**src/rtl/ext_irq_pkg.sv**
```systemverilog
package ext_irq_pkg;
  localparam int REG_W    = 8;
  localparam int BIT_MODE = 0;
  localparam int BIT_MASK = 1;
  localparam int BIT_ACK  = 2;
  localparam int BIT_PEND = 3;
  localparam int VEC_W    = 16;
  localparam logic [VEC_W-1:0] VEC_HI_ADDR = 16'hFFFA;
endpackage

```
**src/rtl/irq_pin_sync.sv**
```systemverilog
module irq_pin_sync #(
  parameter int STAGES = 2
) (
  input  logic clk,
  input  logic rst,
  input  logic pin_n,
  output logic lvl_q,
  output logic prev_q
);
  localparam int LAST = STAGES - 1;
  logic [STAGES-1:0] chain_q;

  // Chain resets to 0: a pin held low through reset never looks like an edge.
  always_ff @(posedge clk) begin
    if (rst) begin
      chain_q <= '0;
      prev_q  <= 1'b0;
    end else begin
      chain_q <= {chain_q[STAGES-2:0], pin_n};
      prev_q  <= chain_q[LAST];
    end
  end

  assign lvl_q = chain_q[LAST];
endmodule

```
**src/rtl/irq_latch.sv**
```systemverilog
module irq_latch (
  input  logic clk,
  input  logic rst,
  input  logic en,
  input  logic lvl,
  input  logic prev,
  input  logic ack,
  input  logic level_mode,
  output logic latch_q,
  output logic pending
);
  logic fall;
  assign fall = prev & ~lvl;

  // A new edge wins over an acknowledge in the same cycle.
  always_ff @(posedge clk) begin
    if (rst)       latch_q <= 1'b0;
    else if (!en)  latch_q <= 1'b0;
    else if (fall) latch_q <= 1'b1;
    else if (ack)  latch_q <= 1'b0;
  end

  assign pending = latch_q | (level_mode & en & ~lvl);

  assert_edge_sets_R1: assert property (@(posedge clk) disable iff (rst)
    (en && prev && !lvl) |=> latch_q);
  assert_ack_clears_R2: assert property (@(posedge clk) disable iff (rst)
    (ack && !(prev && !lvl)) |=> !latch_q);
  assert_disabled_empty_R9: assert property (@(posedge clk) disable iff (rst)
    (!en) |=> !latch_q);
  assert_reset_clears_R6: assert property (@(posedge clk)
    rst |=> !latch_q);
endmodule

```
**src/rtl/irq_regs.sv**
```systemverilog
module irq_regs
  import ext_irq_pkg::*;
(
  input  logic             clk,
  input  logic             rst,
  input  logic             wr,
  input  logic [REG_W-1:0] wdata,
  input  logic             pending,
  output logic             mask_q,
  output logic             mode_q,
  output logic             ack_sw,
  output logic [REG_W-1:0] rdata
);
  always_ff @(posedge clk) begin
    if (rst) begin
      mask_q <= 1'b0;
      mode_q <= 1'b0;
    end else if (wr) begin
      mask_q <= wdata[BIT_MASK];
      mode_q <= wdata[BIT_MODE];
    end
  end

  assign ack_sw = wr & wdata[BIT_ACK];

  always_comb begin
    rdata           = '0;
    rdata[BIT_PEND] = pending;
    rdata[BIT_MASK] = mask_q;
    rdata[BIT_MODE] = mode_q;
  end

  assert_reset_mode_R6: assert property (@(posedge clk)
    rst |=> (!mode_q && !mask_q));
endmodule

```
**src/rtl/ext_irq_ctrl.sv**
```systemverilog
module ext_irq_ctrl
  import ext_irq_pkg::*;
#(
  parameter int SYNC_STAGES = 2
) (
  input  logic             clk,
  input  logic             rst,
  input  logic             irq_pin_n,
  input  logic             func_en,
  input  logic             vec_fetch,
  input  logic             reg_wr,
  input  logic [REG_W-1:0] reg_wdata,
  output logic [REG_W-1:0] reg_rdata,
  output logic             irq_req,
  output logic [VEC_W-1:0] vec_addr,
  output logic             pin_level
);
  logic lvl, prev, latch_q, pending, mask_q, mode_q, ack_sw, ack, req_q;

  irq_pin_sync #(.STAGES(SYNC_STAGES)) u_sync (
    .clk(clk), .rst(rst), .pin_n(irq_pin_n), .lvl_q(lvl), .prev_q(prev));

  assign ack = vec_fetch | ack_sw;

  irq_latch u_latch (
    .clk(clk), .rst(rst), .en(func_en), .lvl(lvl), .prev(prev), .ack(ack),
    .level_mode(mode_q), .latch_q(latch_q), .pending(pending));

  irq_regs u_regs (
    .clk(clk), .rst(rst), .wr(reg_wr), .wdata(reg_wdata), .pending(pending),
    .mask_q(mask_q), .mode_q(mode_q), .ack_sw(ack_sw), .rdata(reg_rdata));

  always_ff @(posedge clk) begin
    if (rst) req_q <= 1'b0;
    else     req_q <= pending & ~mask_q;
  end

  assign irq_req   = req_q;
  assign vec_addr  = req_q ? VEC_HI_ADDR : '0;
  assign pin_level = func_en ? lvl : 1'b1;

  assert_mask_blocks_R7: assert property (@(posedge clk) disable iff (rst)
    mask_q |=> !irq_req);
  assert_req_follows_R7: assert property (@(posedge clk) disable iff (rst)
    (pending && !mask_q) |=> irq_req);
endmodule

```
**config.mk**
```make
export PLATFORM = sky130hd
export DESIGN_NAME = ext_irq_ctrl
export DESIGN_NICKNAME = d
export VERILOG_FILES = /design/src/rtl/ext_irq_pkg.sv /design/src/rtl/irq_pin_sync.sv /design/src/rtl/irq_latch.sv /design/src/rtl/irq_regs.sv /design/src/rtl/ext_irq_ctrl.sv
export SDC_FILE = /design/constraint.sdc
export NUM_CORES = 1
export LEC_CHECK = 0
export CAP_MARGIN = 10
export CORE_AREA = 4 4 41 43
export CTS_CLUSTER_DIAMETER = 100
export CTS_CLUSTER_SIZE = 25
export DETAILED_ROUTE_END_ITERATION = 6
export DIE_AREA = 0 0 45 47
export DONT_BUFFER_PORTS = 1
export GPL_TIMING_DRIVEN = 0
export PLACE_DENSITY = 0.48
export SLEW_MARGIN = 0
export SYNTH_ARGS = -nofsm -noshare
export SYNTH_HDL_FRONTEND = slang
export SYNTH_SLANG_ARGS = --single-unit
```
**constraint.sdc**
```tcl
create_clock -name clk -period 0.81 [get_ports clk]
set_clock_uncertainty 0.1 [all_clocks]
set_input_delay 0.081 -clock clk [delete_from_list [all_inputs] [get_ports clk]]
set_output_delay 0.081 -clock clk [all_outputs]
set_load 0.02 [all_outputs]
```
## Word level (Yosys, flattened, before mapping)

Index checks and enable logic that the tools add are counted.
Widths: inputs -> output; s select.

| storage, ports and cells | value |
|---|---|
| register bits | 7 |
| bits of input ports | 14 |
| logic and storage cells | 22 |

| operators by class | value |
|---|---|
| mux-type cells | 4 |
| bitwise operators | 10 |
| reduce and logical (&&, ||, !) cells | 2 |

Operators with widths:

| operator | count |
|---|---|
| $mux 16 | 1 |
| $and 1x1->1 | 5 |
| $mux 1 | 3 |
| $not 1->1 | 3 |
| $or 1x1->1 | 2 |
| $reduce_bool 2->1 | 1 |
| $reduce_or 2->1 | 1 |

## Logic depth before layout (Yosys ltp)

| logic depth | value |
|---|---|
| depth after elaboration | 4 |
| depth in mapped cells | 3 |
| depth with buffers taken out | 3 |

## Hierarchy

Synthesis repeated with hierarchy kept, for this count alone.

| unflattened totals | value |
|---|---|
| cells, all modules | 50 |
| area total of the unflattened synthesis | 445.4 um2 |

Modules (own cells, without submodules):

| module | instances | cells each | area an instance (um2) |
|---|---|---|---|
| ext_irq_ctrl | 1 | 21 | 168.9 |
| irq_regs | 1 | 16 | 138.9 |
| irq_pin_sync | 1 | 6 | 78.8 |
| irq_latch | 1 | 7 | 58.8 |

## Worst setup path after synthesis

OpenSTA, ideal clock, no wires.

| path | value |
|---|---|
| path type | flip-flop to output port |
| from | register req_q (netlist: irq_req) |
| to | output port vec_addr[10] |
| data arrival time | 0.858 ns |
| required time | 0.629 ns |
| slack | -0.229 ns |
| stages on the path, launching flop included | 2 |
| path buffers | 1 |
| cells stage by stage | dfxtp_1 buf_4 |

| between the ends | value |
|---|---|
| word-level cells in the longest chain between the ends | 1 |

Ends and longest elaborated chain:

| item | RTL line | text |
|---|---|---|
| start: declaration | ext_irq_ctrl.sv:18 | `logic lvl, prev, latch_q, pending, mask_q, mode_q, ack_sw, ack, req_q;` |
| start signal: assignment | ext_irq_ctrl.sv:35 | `else req_q <= pending & ~mask_q;` |
| $mux 16 | ext_irq_ctrl.sv:39 | `assign vec_addr = req_q ? VEC_HI_ADDR : '0;` |
| end: declaration | ext_irq_ctrl.sv:15 | `output logic [VEC_W-1:0] vec_addr,` |

Every way passes these cells.

## Worst setup path after layout

| path | value |
|---|---|
| from | register u_sync.chain_q[1] |
| to | output port reg_rdata[3] |

| between the ends | value |
|---|---|
| word-level cells in the longest chain between the ends | 3 |

Ends and longest elaborated chain:

| item | RTL line | text |
|---|---|---|
| start: declaration | irq_pin_sync.sv:11 | `logic [STAGES-1:0] chain_q;` |
| start signal: assignment | irq_pin_sync.sv:19 | `chain_q <= {chain_q[STAGES-2:0], pin_n};` |
| $not 1->1 | irq_latch.sv:23 | `assign pending = latch_q \| (level_mode & en & ~lvl);` |
| $and 1x1->1 | irq_latch.sv:23 |  |
| $or 1x1->1 | irq_latch.sv:23 |  |
| end: declaration | ext_irq_ctrl.sv:13 | `output logic [REG_W-1:0] reg_rdata,` |

Every way passes these cells.

==> flow_summary.yaml <==
setup_path:
  cpPeakStageDelay_ns: 0.31
  required_ns: 0.63
  crit_arrival_ns: 0.95
  start_kind: "flop"
  crit_chain: "inv_2 > a31o_1 > buf_6"
  worst_setup_path_end_kind: "output port"
  slowest_stage: "dfxtp_2"
  cp_max_fo: 2
  worstSetupPathType: "reg2out"
sta:
  finalCritPeriodShare_pct: 140.2
  max_freq_mhz: 880.4
  slew_viol_final: 0
  setup_viol: 23
  final-hold-violation-count: 2
  setup_tns_ns: -4.793
  rsz0062_at_grt: "true"
  fin_crit_ns: 1.136
  fin_ws_ns: -0.3259
  whs_ns: -0.1151
cts:
  root_buffer: "clkbuf_4"
  cts_tree: "built"
  clkTransAtPathRegs_ns: 0.05
  cts_max_path_buffers: 2
  cts_made_buffers: 3
  htreeDepth: 1
  cts.sinks: 7
  insertion_delay_ns: 0.25
  ctsHoldBuffers: 5
placed_design:
  portBuffers: 0
  place_congestion: 0.5763
  post-place-cells: 68
  hpwl_um: 591.3
synthesis:
  netlist_instances: 47
  synth_area_leaders: "buf_4 43%, dfxtp_1 33%, mux2i_1 4.8%, nor2b_1 3.0%, nor3b_2 3.0%"
  synth_top_area_share_pct: 42.86
  syn_avg_cell_area_um2: 8.945
  yosys_warnings: 0
  netlist_area_um2: 420.4
  yosys.area.top_type: "buf_4"
  synth_seq_cells: 7
  yosys.cell_types.count: 13
  synth-seq-area-share_pct: 33.33
grt:
  grt-ovfl-total: 0
  grt_usage_pct: 9.350
  grt_first_pass_wirelength_mm: 1.317
  grt_pass1_vias: 296
  grt_max_degree: 16
  antenna_found_initial: 0
finish:
  area_growth_pct: 46.43
  antennaDiodeCount: 0
  layout_commonest_cell: "buf_4"
  nNetsFinal: 81
  fill_cells: 139
  final_layout_size_suffix_gt1_share_pct: 59.09
  stdcell_count: 81
  final_cell_mix: "22 x buf_4, 7 x conb_1, 6 x buf_6, 4 x dlygate4sd3_1"
routing:
  drt_iter0_drc: 0
  drc: 0
  first_pass_iters: 1
  wl_per_cell_um: 10.31
  vias: 301
  routed_wl_um: 835
  viasPerCell: 3.716
  ant_nets: 0
worst_hold_path:
  hp-class: "in2reg"
floorplanning:
  die_area_mm2: 0.002115
  initial_utilization_pct: 32.31
  coreArea_mm2: 0.001301
  die_h_um: 47
  fp.dieW_um: 45
  placementRows: 13
  ioPinCount: 40
flow_run:
  maxCapViolations: 0
status:
  violations: "negative hold slack, negative setup slack"
  outcome: "finished with violations"
power_and_ir_drop:
  total_power_uw: 896.3
  ir_worst_vdd_mv: 0.8002
  p_leak_uw: 0.0003263
  power.density_mw_per_mm2: 1456
==> sequential cells by signal, indices dropped and copies added (netlist names) <==
signal and cells:
irq_req 1, u_latch.latch_q 1, u_regs.mask_q 1, u_regs.mode_q 1, u_sync.chain_q 2, u_sync.prev_q 1
==> worst paths after layout <==
path / from / end / slack, ns / cells past startpoint
worst max-delay path: u_sync.chain_q[1] / reg_rdata[3] / -0.33 / 3
worst min-delay path: reg_wr / u_regs.mode_q / -0.12 / 2
worst max register to register: u_sync.chain_q[1] / u_latch.latch_q / -0.19 / 5
worst min register to register: u_sync.chain_q[0] / u_sync.chain_q[1] / 0.34 / 1
==> synthesized netlist by cell type <==
library cell,count
nand2_1,2
nor3b_1,1
conb_1,1
nor2_1,3
a31o_1,1
mux2i_1,2
a32oi_1,1
nor2b_1,2
inv_1,1
buf_4,24
dfxtp_1,7
inv_2,1
nor3b_2,1
==> kinds of logic after synthesis <==
family	count (synthesis)	share of synthesized area, %
flops	7	33.33
other cells	1	0.8920
compound gates	2	4.167
simple gates	9	12.20
buf+inv	26	44.64
mux	2	4.762
==> layout make-up <==
cell class | instances | area, um2 | share of cell area [%]
Clock buffer | 4 | 26.28 | 4.268
Inverter | 2 | 7.507 | 1.220
Tap cell | 15 | 18.77 | 3.049
Sequential cell | 7 | 147.6 | 23.98
Buffer | 24 | 191.4 | 31.10
Timing Repair Buffer | 9 | 93.84 | 15.24
Multi-Input combinational cell | 20 | 130.1 | 21.14
==> worst max-delay path: cells and delay by family, from the launching register on <==
| family | cells | cell delay [ns] |
|---|---|---|
| buffers and inverters | 2 | 0.17 |
| DFF | 1 | 0.31 |
| AOI/OAI and AO/OA | 1 | 0.22 |
==> per-layer routing <==
layer | vias up | global-route usage [%] | part of all wire [%]
met2 | 19 | 13.84 | 49
met1 | 128 | 9.404 | 38
met4 | 0 | 7.018 | 0
met3 | 0 | 6.130 | 13
met5 | - | 0 | 0
li1 | 154 | - | -
==> report_power, final <==
group / internal (uW) / switching, uW
combinational: 106 / 105
sequential: 358 / 13.2
clock: 188 / 126
total: 652 / 244
==> per-stage QoR <==
stage               util, %  hold slack [ns]  instance area [um2]  setup WS [ns]
finish                47.31          -0.1151                615.6        -0.3259
floorplan                 -          0.04244                447.9       -0.07515
CTS                   44.52          -0.1279                579.3        -0.3488
global placement      35.87          0.04409                466.7        -0.1116
detailed placement    35.87          0.04680                466.7        -0.1178
global route          47.31          -0.1024                615.6        -0.3784
==> what timing repair did <==
| action | in CTS | in global routing |
|---|---|---|
| endpoints found under the hold margin | 7 | 2 |
| endpoints found under the setup margin | 20 | 26 |
| buffers inserted | 2 | 2 |
| gates resized for setup | 7 | 5 |
| pin swaps | 1 | 4 |
No activity file was read; power rests on OpenSTA's default activity.
